===== src/rtl/ea_mode_decoder.sv =====
module ea_mode_decoder #(
  parameter int MAX_WORDS = 6,
  localparam int CNT_W = $clog2(MAX_WORDS + 1),
  localparam int ACC_W = 16 * MAX_WORDS
) (
  input  logic        clk,
  input  logic        rst_n,
  input  logic        req_valid,
  output logic        req_ready,
  input  logic [5:0]  mode_reg,
  input  logic [3:0]  data_size,
  input  logic        wd_valid,
  output logic        wd_ready,
  input  logic [15:0] wd_data,
  input  logic        wd_fault,
  output logic        done,
  output logic        bus_err,
  output logic        illegal,
  output logic [3:0]  reg_num,
  output logic [8:0]  flags,
  output logic [31:0] disp,
  output logic [31:0] ext1,
  output logic [31:0] ext2,
  output logic [CNT_W:0] adv_bytes
);

  typedef enum logic [1:0] {S_IDLE, S_FETCH, S_DONE} st_t;

  st_t              st;
  logic [5:0]       mr;
  logic [3:0]       sz;
  logic [ACC_W-1:0] acc;
  logic [CNT_W-1:0] cnt;
  logic             err;

  function automatic logic [CNT_W-1:0] need_f(input logic [5:0] m, input logic [3:0] s);
    logic [CNT_W-1:0] n;
    n = '0;
    if (m[5:3] == 3'd5) n = 1;
    else if (m[5:3] == 3'd7) begin
      case (m[2:0])
        3'd0, 3'd2: n = 1;
        3'd1:       n = 2;
        3'd4: n = CNT_W'(s > 0) + CNT_W'(s > 2) + CNT_W'(2 * (s > 4)) + CNT_W'(2 * (s > 8));
        default:    n = '0;
      endcase
    end
    return n;
  endfunction

  wire [CNT_W-1:0] need_in  = need_f(mode_reg, data_size);
  wire [CNT_W-1:0] need_cur = need_f(mr, sz);
  wire [CNT_W-1:0] cnt_inc  = cnt + 1'b1;

  always_ff @(posedge clk) begin
    if (!rst_n) begin
      st  <= S_IDLE;
      mr  <= '0;
      sz  <= '0;
      acc <= '0;
      cnt <= '0;
      err <= 1'b0;
    end else begin
      case (st)
        S_IDLE: if (req_valid) begin
          mr  <= mode_reg;
          sz  <= data_size;
          acc <= '0;
          cnt <= '0;
          err <= 1'b0;
          st  <= (need_in == '0) ? S_DONE : S_FETCH;
        end
        S_FETCH: if (wd_valid) begin
          if (wd_fault) begin
            err <= 1'b1;
            st  <= S_DONE;
          end else begin
            acc <= {acc[ACC_W-17:0], wd_data};
            cnt <= cnt_inc;
            if (cnt_inc == need_cur) st <= S_DONE;
          end
        end
        default: st <= S_IDLE;
      endcase
    end
  end

  assign req_ready = (st == S_IDLE);
  assign wd_ready  = (st == S_FETCH);
  assign done      = (st == S_DONE);
  assign bus_err   = err;
  assign adv_bytes = {cnt, 1'b0};

  wire [2:0] md = mr[5:3];
  wire [2:0] rf = mr[2:0];
  wire       is_imm = (md == 3'd7) && (rf == 3'd4);

  assign illegal = (md == 3'd7) && (rf > 3'd4) && !err;
  assign reg_num = (md == 3'd0 || md == 3'd7) ? {1'b0, rf} : {1'b1, rf};

  always_comb begin
    flags = '0;
    case (md)
      3'd0, 3'd1: flags[0] = 1'b1;
      3'd2:       flags[1] = 1'b1;
      3'd3:       flags[2] = 1'b1;
      3'd4:       flags[3] = 1'b1;
      3'd5:       flags[4] = 1'b1;
      3'd6:       flags[5] = 1'b1;
      default: case (rf)
        3'd0, 3'd1: flags[6] = 1'b1;
        3'd2:       flags = 9'h090;
        3'd3:       flags = 9'h0A0;
        3'd4:       flags[8] = 1'b1;
        default:    flags = '0;
      endcase
    endcase
  end

  always_comb begin
    disp = '0;
    ext1 = '0;
    ext2 = '0;
    if (is_imm) begin
      if (sz <= 4'd1)      disp = {{24{acc[7]}}, acc[7:0]};
      else if (sz == 4'd2) disp = {{16{acc[15]}}, acc[15:0]};
      else if (sz <= 4'd4) disp = acc[31:0];
      else if (sz <= 4'd8) begin
        disp = acc[63:32];
        ext1 = acc[31:0];
      end else begin
        disp = acc[95:64];
        ext1 = acc[63:32];
        ext2 = acc[31:0];
      end
    end else if (md == 3'd7 && rf == 3'd1) begin
      disp = acc[31:0];
    end else if (md == 3'd5 || (md == 3'd7 && (rf == 3'd0 || rf == 3'd2))) begin
      disp = {{16{acc[15]}}, acc[15:0]};
    end
  end

endmodule



===== config.mk =====
export PLATFORM = sky130hd
export DESIGN_NAME = ea_mode_decoder
export DESIGN_NICKNAME = d
export VERILOG_FILES = /design/src/rtl/ea_mode_decoder.sv
export SDC_FILE = /design/constraint.sdc
export NUM_CORES = 1
export LEC_CHECK = 0
export BUFFER_PORTS_ARGS = -buffer_cell sky130_fd_sc_hd__buf_2
export CORE_AREA = 2 2 144 118
export DETAILED_ROUTE_END_ITERATION = 8
export DIE_AREA = 0 0 146 120
export HOLD_SLACK_MARGIN = 0.1
export SLEW_MARGIN = 0
export SYNTH_ARGS = -nofsm -noshare
export SYNTH_HDL_FRONTEND = slang
export SYNTH_SLANG_ARGS = --single-unit

===== constraint.sdc =====
create_clock -name clk -period 7.5 [get_ports clk]
set_input_delay 0 -clock clk [delete_from_list [all_inputs] [get_ports clk]]
set_output_delay 0 -clock clk [all_outputs]
set_load 0.1 [all_outputs]

# Word-level counts from Yosys, hierarchy flattened
# Index checks and enable logic that the tools add are counted.
# totals
inputBits	31
word_cells	134
out_inout_bits	118
ff_bits	112
# classes
muxes	53
magnitude_cmp	12
reduce_logical	31
eq_ne	25
add_sub_neg	7
# ops
cell	count
two-way mux 32 bit	17
two-way mux 96 bit	3
case mux 96 bit (2 select lines)	1
OR reduction 6 bit	5
== test 3 bit (second input constant)	8
two-way mux 3 bit	8
case mux 3 bit (3 select lines)	2
== test 3 x 2 -> 1 bit (second input constant)	5
case mux 1 bit (2 select lines)	7
zero test 3 bit	4
case mux 6 bit (2 select lines)	1
two-way mux 2 bit	5
OR reduction 2 bit	5
== test 3 x 1 -> 1 bit (second input constant)	3
greater-than comparator 4 x 1 -> 1 bit (second input constant)	2
greater-than comparator 4 x 2 -> 1 bit (second input constant)	2
greater-than comparator 4 x 3 -> 1 bit (second input constant)	2
greater-than comparator 4 bit (second input constant)	2
AND reduction 4 bit	2
OR reduction 7 bit	1
adder 2 x 2 -> 3 bit	2
adder 3 x 2 -> 3 bit	2
two-way mux 1 bit	6
!= test 2 bit (second input constant)	3
other kinds (23)	30

# Longest topological paths before layout
# Gate-level depths: netlist (run 1).
# logic_depth
word_depth	12
mapped_depth	11
ltp_nobuf	10

# Worst setup path before layout (run 1)
# OpenSTA, ideal clock, no wires.
# synth_timing
path_kind	reg2out
from	register err (netlist: bus_err)
to	output port illegal
required_time_ns	7.500
n_path_buf	0
t_arrival_ns	3.916
stages_incl_launch_ff	2
setup_slack_ns	3.584
path_cell_list	dfxtp_1 > nor4b_1
# synth_via
elab_chain_cells	2
# synth_rtl
element	line	rtl
from (decl)	34	logic err;
from (signal assigned)	62	err <= 1'b0;
from (signal assigned)	70	err <= 1'b0;
from (signal assigned)	75	err <= 1'b1;
zero test 1 bit	98	assign illegal = (md == 3'd7) && (rf > 3'd4) && !err;
logical AND 1 bit	98	
to (decl)	18	output logic illegal,
# No other way between the ends.

# Worst setup path in the final report (run 1)
# layout_timing
from	register sz[2]
to	register st[0]
# layout_via
elab_chain_cells	10
word_cells_on_any_way	13
# layout_rtl
element	line	rtl
from (decl)	31	logic [3:0] sz;
from (signal assigned)	67	sz <= data_size;
greater-than comparator 4 x 1 -> 1 bit / greater-than comparator 4 x 2 -> 1 bit (equally long branches)	44	3'd4: n = CNT_W'(s > 0) + CNT_W'(s > 2) + CNT_W'(2 * (s > 4)) + CNT_W'(2 * (s > 8));
adder 1 x 1 -> 2 bit	44	
adder 2 x 2 -> 3 bit	44	
adder 3 x 2 -> 3 bit *	44	
case mux 3 bit (3 select lines) *	41	case (m[2:0])
two-way mux 3 bit *	40	else if (m[5:3] == 3'd7) begin
two-way mux 3 bit *	39	if (m[5:3] == 3'd5) n = 1;
== test 3 bit *	80	if (cnt_inc == need_cur) st <= S_DONE;
!= test 3 x 1 -> 1 bit (no source line) *	-	
AND reduction 3 bit (no source line) *	-	
to (signal assigned)	71	st <= (need_in == '0) ? S_DONE : S_FETCH;
to (decl)	29	st_t st;
# Mark *: on every way between the ends. The rest lies on a longest branch, timed or not.
# A chain may end at the register's enable or synchronous reset.

==> flow_metrics.py, run 1 <==
metrics = {
    "status": {
        "status": "completed",
    },
    "power": {
        "internal_power_uw": 925,
        "ir_worst_vdd_mv": 0.101,
        "p_seq_share_pct": 44.4,
        "pwr-share-clk_pct": 34.7,
        "p_leak_nw": 2.91,
        "powerDensity_nw_per_um2": 186,
        "p_comb_share_pct": 20.9,
        "switching_share_pct": 34.4,
        "p_sw_uw": 484,
    },
    "timing": {
        "relSlewSlack_pct": 28.2,
        "tightest_slew_ns": 1.08,
        "rsz0062_at_grt": "false",
        "post-route-period-util_pct": 45.6,
        "fin_skew_ns": 0.00780,
        "tns_ns": 0,
        "slew_violations": 0,
        "final.min_clock_period_ns": 3.42,
        "hold_ws_ns": 0.396,
        "final_hold_viol_count": 0,
        "max_freq_ghz": 0.292,
        "setup_ws_ns": 4.08,
        "setup_viol": 0,
    },
    "hold_path": {
        "hold_depth": 3,
        "hold_class": "input pin to flip-flop",
        "min-delay-start": "rst_n",
        "whs_endpoint": "bus_err",
    },
    "floorplan": {
        "die_area_sq_um": 17500,
        "start_util_pct": 38.9,
        "dieWidth_um": 146,
        "die_h_um": 120,
        "io_pins": 149,
        "fp-row-count": 42,
        "core_area_sq_um": 16200,
    },
    "yosys": {
        "syn-num-nets": 837,
        "avgSynthCellArea_sq_um": 7.86,
        "synth_seq_cells": 112,
        "netlist_instances": 801,
        "synth_largest_area_cell": "dfxtp_1",
        "synth_most_common_cell": "nand2_1",
        "synth_cell_type_count": 54,
        "seq_area_frac_synth_pct": 35.6,
        "synth.area.top_cells": "dfxtp_1, a22oi_1, nor2b_1",
        "yosys_warnings": 0,
        "syn_area_sq_um": 6300,
        "synth.top_cells.by_count": "nand2_1, a22oi_1, dfxtp_1, nor2b_1, a21oi_1",
        "synth_edf_count": 0,
        "synth-main-ff-cell": "dfxtp_1",
        "async_flop_share_pct": 0,
        "yosysTopAreaCellShare_pct": 35.6,
    },
    "global_route": {
        "overflow": 0,
        "grt_pass1_wl_um": 32400,
        "antenna_found_initial": 0,
        "grt_pass1_vias": 5591,
        "grt_max_degree": 113,
        "grt_usage_pct": 23.4,
    },
    "clock_network": {
        "insertion_delay_ns": 0.36,
        "cts.sinks": 112,
        "tritoncts": "built",
        "ctsResizeCount": 0,
        "clock_path_buffers": 2,
        "root_buffer": "clkbuf_16",
        "clk_pin_slew_ns": 0.08,
        "cts_buffers": 9,
        "htreeDepth": 3,
    },
    "layout": {
        "antenna_cells": 0,
        "stdcell_count": 1138,
        "layout-drive-gt1-share_pct": 20.0,
        "nets": 949,
        "n_fill_cell": 1690,
        "syn_to_final_growth_pct": 20.4,
        "postLayoutCoreUtil_pct": 46.8,
    },
    "critical_path": {
        "startpoint_type": "flip-flop",
        "path_class": "flip-flop to flip-flop",
        "ff2ff_path_depth": 11,
        "reg2reg_slack_ns": 4.08,
        "crit_fanout": 17,
        "worstPathArrival_ns": 3.68,
        "critPathTopFamily": "simple AND/OR/NAND/NOR gates",
        "path_buf_inv": 2,
        "path_cells": "nor2_1, nand2_1, ha_1, inv_1, fa_1, nor4b_1, o21ai_0, xnor2_1, o41ai_2, a21oi_1, dlygate4sd3_1",
        "worstPathRequired_ns": 7.76,
        "r2r-start": "sz[2]",
        "crit_path_end_kind": "flip-flop",
        "cp_slowest_stage_delay_ns": 0.55,
        "slowest_stage": "dlygate4sd3_1",
        "rr_endpoint": "st[0]",
    },
    "place": {
        "io_buffers": 147,
        "place_ws_ns": 4.56,
        "globalplace.congestion": 0.834,
        "dp_hpwl_um": 13400,
        "post-place-cells": 1091,
    },
    "routing": {
        "route.detailed.drc": 0,
        "drt_first_pass_iters": 6,
        "ant_nets": 0,
        "viasPerCell": 5.52,
        "vias": 6277,
        "drt-wirelength-per-cell_um": 18.4,
        "drt_first_iter_violations": 636,
        "wirelength_um": 21000,
    },
    "run": {
        "max-cap-violations": 0,
    },
}
[worst max-delay path by stage]
stage | start | to | cells after the start | slack, ns
floorplan | bus_err | illegal | 1 | 3.58
global placement | sz[2] | st[1] | 10 | 4.60
detailed placement | sz[2] | st[1] | 10 | 4.56
CTS | sz[2] | st[0] | 11 | 4.05
global route | sz[2] | st[0] | 11 | 3.80
finish | sz[2] | st[0] | 11 | 4.08
[cells by family (layout without fill, tap and decap cells)]
| group | Yosys count | after routing | synth area share [%] |
|---|---|---|---|
| fa+ha+maj | 5 | 5 | 1.23 |
| xor+xnor | 4 | 4 | 0.556 |
| compound gates | 223 | 223 | 24.4 |
| mux | 19 | 19 | 3.02 |
| simple gates | 346 | 346 | 28.3 |
| buf+inv | 91 | 208 | 6.83 |
| other cells | 1 | 1 | 0.0595 |
| flops | 112 | 112 | 35.6 |
[tightest hold or removal path, cell delays in order]
cell      delay, ns
buf_2          0.09
buf_4          0.37
a21boi_0       0.24
[metrics by stage]
step / area (sq um) / power [mW]
2_1_floorplan: 6300 / 0.871
3_3_place_gp: 6980 / 0.919
3_5_place_dp: 6980 / 0.918
4_1_cts: 7580 / 1.42
5_1_grt: 7580 / 1.46
6_report: 7580 / 1.41
[cell type report]
class	instances	area, sq um	area share [%]
clock buffer	10	239	3.15
clock inverter	6	57.6	0.759
inverter	7	26.3	0.347
sequential	112	2240	29.6
timing repair buffer	185	1100	14.5
tap	220	275	3.63
multi-input combinational	598	3640	48.1
[registers in the layout, summed over array words and instances (netlist names)]
register  flops
acc          96
mr            6
st            2
bus_err       1
sz            4
cnt           3
[per-layer routing]
layer / up-vias / track usage (%) / part of all wire (%) / wire [um]
met2: 242 / 32.8 / 42 / 8850
met1: 2957 / 34.9 / 48 / 10100
met3: 40 / 4.83 / 6.4 / 1340
met5: - / 0 / 0 / 0
met4: 0 / 9.16 / 3.4 / 705
li1: 3038 / - / - / -
[power by group through the flow]
| stage | Sequential, mW | Clock [mW] | Combinational [mW] |
|---|---|---|---|
| after floorplan | 0.628 | 0 | 0.243 |
| after global placement | 0.638 | 0 | 0.281 |
| after detailed placement | 0.639 | 0 | 0.280 |
| after CTS | 0.625 | 0.498 | 0.293 |
| after global routing | 0.628 | 0.521 | 0.314 |
| final | 0.625 | 0.489 | 0.294 |
[repair_timing]
action	4_1_cts	5_1_grt
endpoints found under the hold margin	31	0
hold buffers	31	0
buffers inserted	0	0
[layout by cell type (no fill, tap or decap), types with 19 or more instances in the layout]
cell type and count:
dfxtp_1 112, nand2_1 143, buf_2 147, o211ai_1 24, a22oi_1 113, nor2b_1 111
dlygate4sd3_1 31, and3_1 32, nand3_1 24, mux2i_1 19, a21oi_1 52
Power figures use the tool's default switching activity.
==> run 2, diff against run 1 <==
Clock period 7.5 ns to 3.2 ns, I/O delays scaled along.
==> flow_metrics.py, run 2 (same netlist as run 1, synthesis figures left out) <==
metrics = {
    "status": {
        "status": "completed",
    },
    "layout": {
        "final_common_cell": "nand2_1",
        "layout-drive-gt1-share_pct": 20.3,
        "postLayoutCoreUtil_pct": 53.1,
        "syn_to_final_growth_pct": 36.6,
        "final_cell_mix": "nand2_1, a22oi_1, dfxtp_1, nor2b_1, buf_2",
        "nets": 951,
        "largest_register_ff_count": 96,
        "antenna_cells": 0,
        "top_regs": "acc (96), mr (6), sz (4)",
        "top_register": "acc",
    },
    "critical_path": {
        "worstPathArrival_ns": 3.23,
        "slowest_stage": "dlygate4sd3_1",
        "path_buf_inv": 2,
        "crit_path_end_kind": "flip-flop",
        "critPathTopFamily": "simple AND/OR/NAND/NOR gates",
        "startpoint_type": "flip-flop",
        "worstPathRequired_ns": 3.45,
        "path_cells": "or2_1, nand2b_1, ha_1, inv_1, fa_1, nor4b_1, o21ai_0, xnor2_1, o41ai_2, a21oi_1, dlygate4sd3_1",
        "crit_fanout": 7,
        "path_class": "flip-flop to flip-flop",
        "cp_slowest_stage_delay_ns": 0.56,
    },
    "routing": {
        "drt-wirelength-per-cell_um": 19.5,
        "route.detailed.drc": 0,
        "vias": 6365,
        "drt_first_pass_iters": 5,
        "viasPerCell": 5.58,
        "wirelength_um": 22200,
        "drt_first_iter_violations": 660,
        "ant_nets": 0,
    },
    "global_route": {
        "overflow": 0,
        "grt_pass1_wl_um": 34200,
        "grt_pass1_vias": 5864,
        "grt_max_degree": 113,
        "antenna_found_initial": 0,
        "grt_usage_pct": 24.8,
    },
    "clock_network": {
        "clock_path_buffers": 2,
        "cts.sinks": 112,
        "cts_buffers": 9,
        "tritoncts": "built",
        "insertion_delay_ns": 0.36,
        "root_buffer": "clkbuf_16",
        "clk_pin_slew_ns": 0.07,
        "htreeDepth": 3,
    },
    "timing": {
        "setup_ws_ns": 0.218,
        "rsz0062_at_grt": "false",
        "hold_ws_ns": 0.240,
        "fin_skew_ns": 0.00782,
        "slew_violations": 0,
        "final_hold_viol_count": 0,
        "post-route-period-util_pct": 93.2,
        "max_freq_ghz": 0.335,
        "setup_viol": 0,
        "relSlewSlack_pct": 34.9,
        "tightest_slew_ns": 0.977,
        "final.min_clock_period_ns": 2.98,
    },
    "floorplan": {
        "die_h_um": 120,
        "dieWidth_um": 146,
        "start_util_pct": 38.9,
        "core_area_sq_um": 16200,
        "fp-row-count": 42,
        "io_pins": 149,
        "die_area_sq_um": 17500,
    },
    "hold_path": {
        "hold_class": "input pin to flip-flop",
    },
    "power": {
        "internal_power_mw": 2.24,
        "p_sw_mw": 1.13,
        "powerDensity_nw_per_um2": 392,
        "pwr-share-clk_pct": 34.6,
        "p_total_mw": 3.37,
        "ir_worst_vdd_mv": 0.262,
        "switching_share_pct": 33.6,
        "p_seq_share_pct": 43.5,
        "p_comb_share_pct": 21.9,
        "p_leak_nw": 3.09,
    },
    "place": {
        "dp_hpwl_um": 14500,
        "globalplace.congestion": 0.845,
        "io_buffers": 147,
        "place_ws_ns": 0.789,
    },
    "run": {
        "max-cap-violations": 0,
    },
}
run 2: changes by cell type in the layout (fill, tap and decap cells not counted), moves of 2 or more:
| cell | previous run | this run |
|---|---|---|
| buf_12 | 0 | 67 |
| buf_2 | 147 | 82 |
| clkinvlp_4 | 0 | 2 |
| inv_8 | 2 | 0 |
run 2: worst min-delay path, delay by kind of cell:
kind | cells | cell delay [ns]
AO/OA/AOI/OAI | 3 | 0.36
buffers and inverters | 2 | 0.19
run 2: stage by stage:
step | instance area, sq um | TNS (ns) | std cells
6_report | 8600 | 0 | 1140
5_1_grt | 8600 | 0 | 1140
4_1_cts | 8600 | 0 | 1140
3_5_place_dp | 8010 | 0 | 1094
3_3_place_gp | 8010 | 0 | 1094
2_1_floorplan | 6300 | -0.648 | 801
run 2: layout make-up:
type / count / area (sq um)
Clock buffer: 10 / 229
Clock inverter: 6 / 67.6
Fill cell: 1529 / 7580
Inverter: 7 / 26.3
Multi-Input combinational cell: 598 / 3650
Sequential cell: 112 / 2240
Tap cell: 220 / 275
Timing Repair Buffer: 187 / 2110
run 2: path summary, 6_finish.rpt:
path	start	slack [ns]	endpoint	cells past startpoint
max	sz[1]	0.22	st[0]	11
min	wd_fault	0.24	bus_err	5
max reg2reg	sz[1]	0.22	st[0]	11
min reg2reg	acc[89]	0.53	acc[89]	2
run 2: per-layer routing:
layer | vias to the layer above | wire (um) | global-route usage [%]
li1 | 3039 | - | -
met1 | 3032 | 10400 | 36.1
met3 | 25 | 1690 | 5.86
met5 | - | 0 | 0
met2 | 269 | 9630 | 36.3
met4 | 0 | 481 | 7.52
run 2: repair_timing:
item / 4_1_cts / 5_1_grt
endpoints found under the hold margin: 29 / 0
hold buffers: 30 / 0
gates resized for setup: 0 / 0
setup buffers: 0 / 0
endpoints found under the setup margin: 0 / 0
run 2: power groups by stage:
stage	combinational (mW)	sequential (mW)	clock [mW]
after floorplan	0.570	1.47	0
after global placement	0.692	1.49	0
after detailed placement	0.693	1.50	0
after CTS	0.724	1.46	1.18
after global routing	0.777	1.47	1.24
final	0.737	1.46	1.17
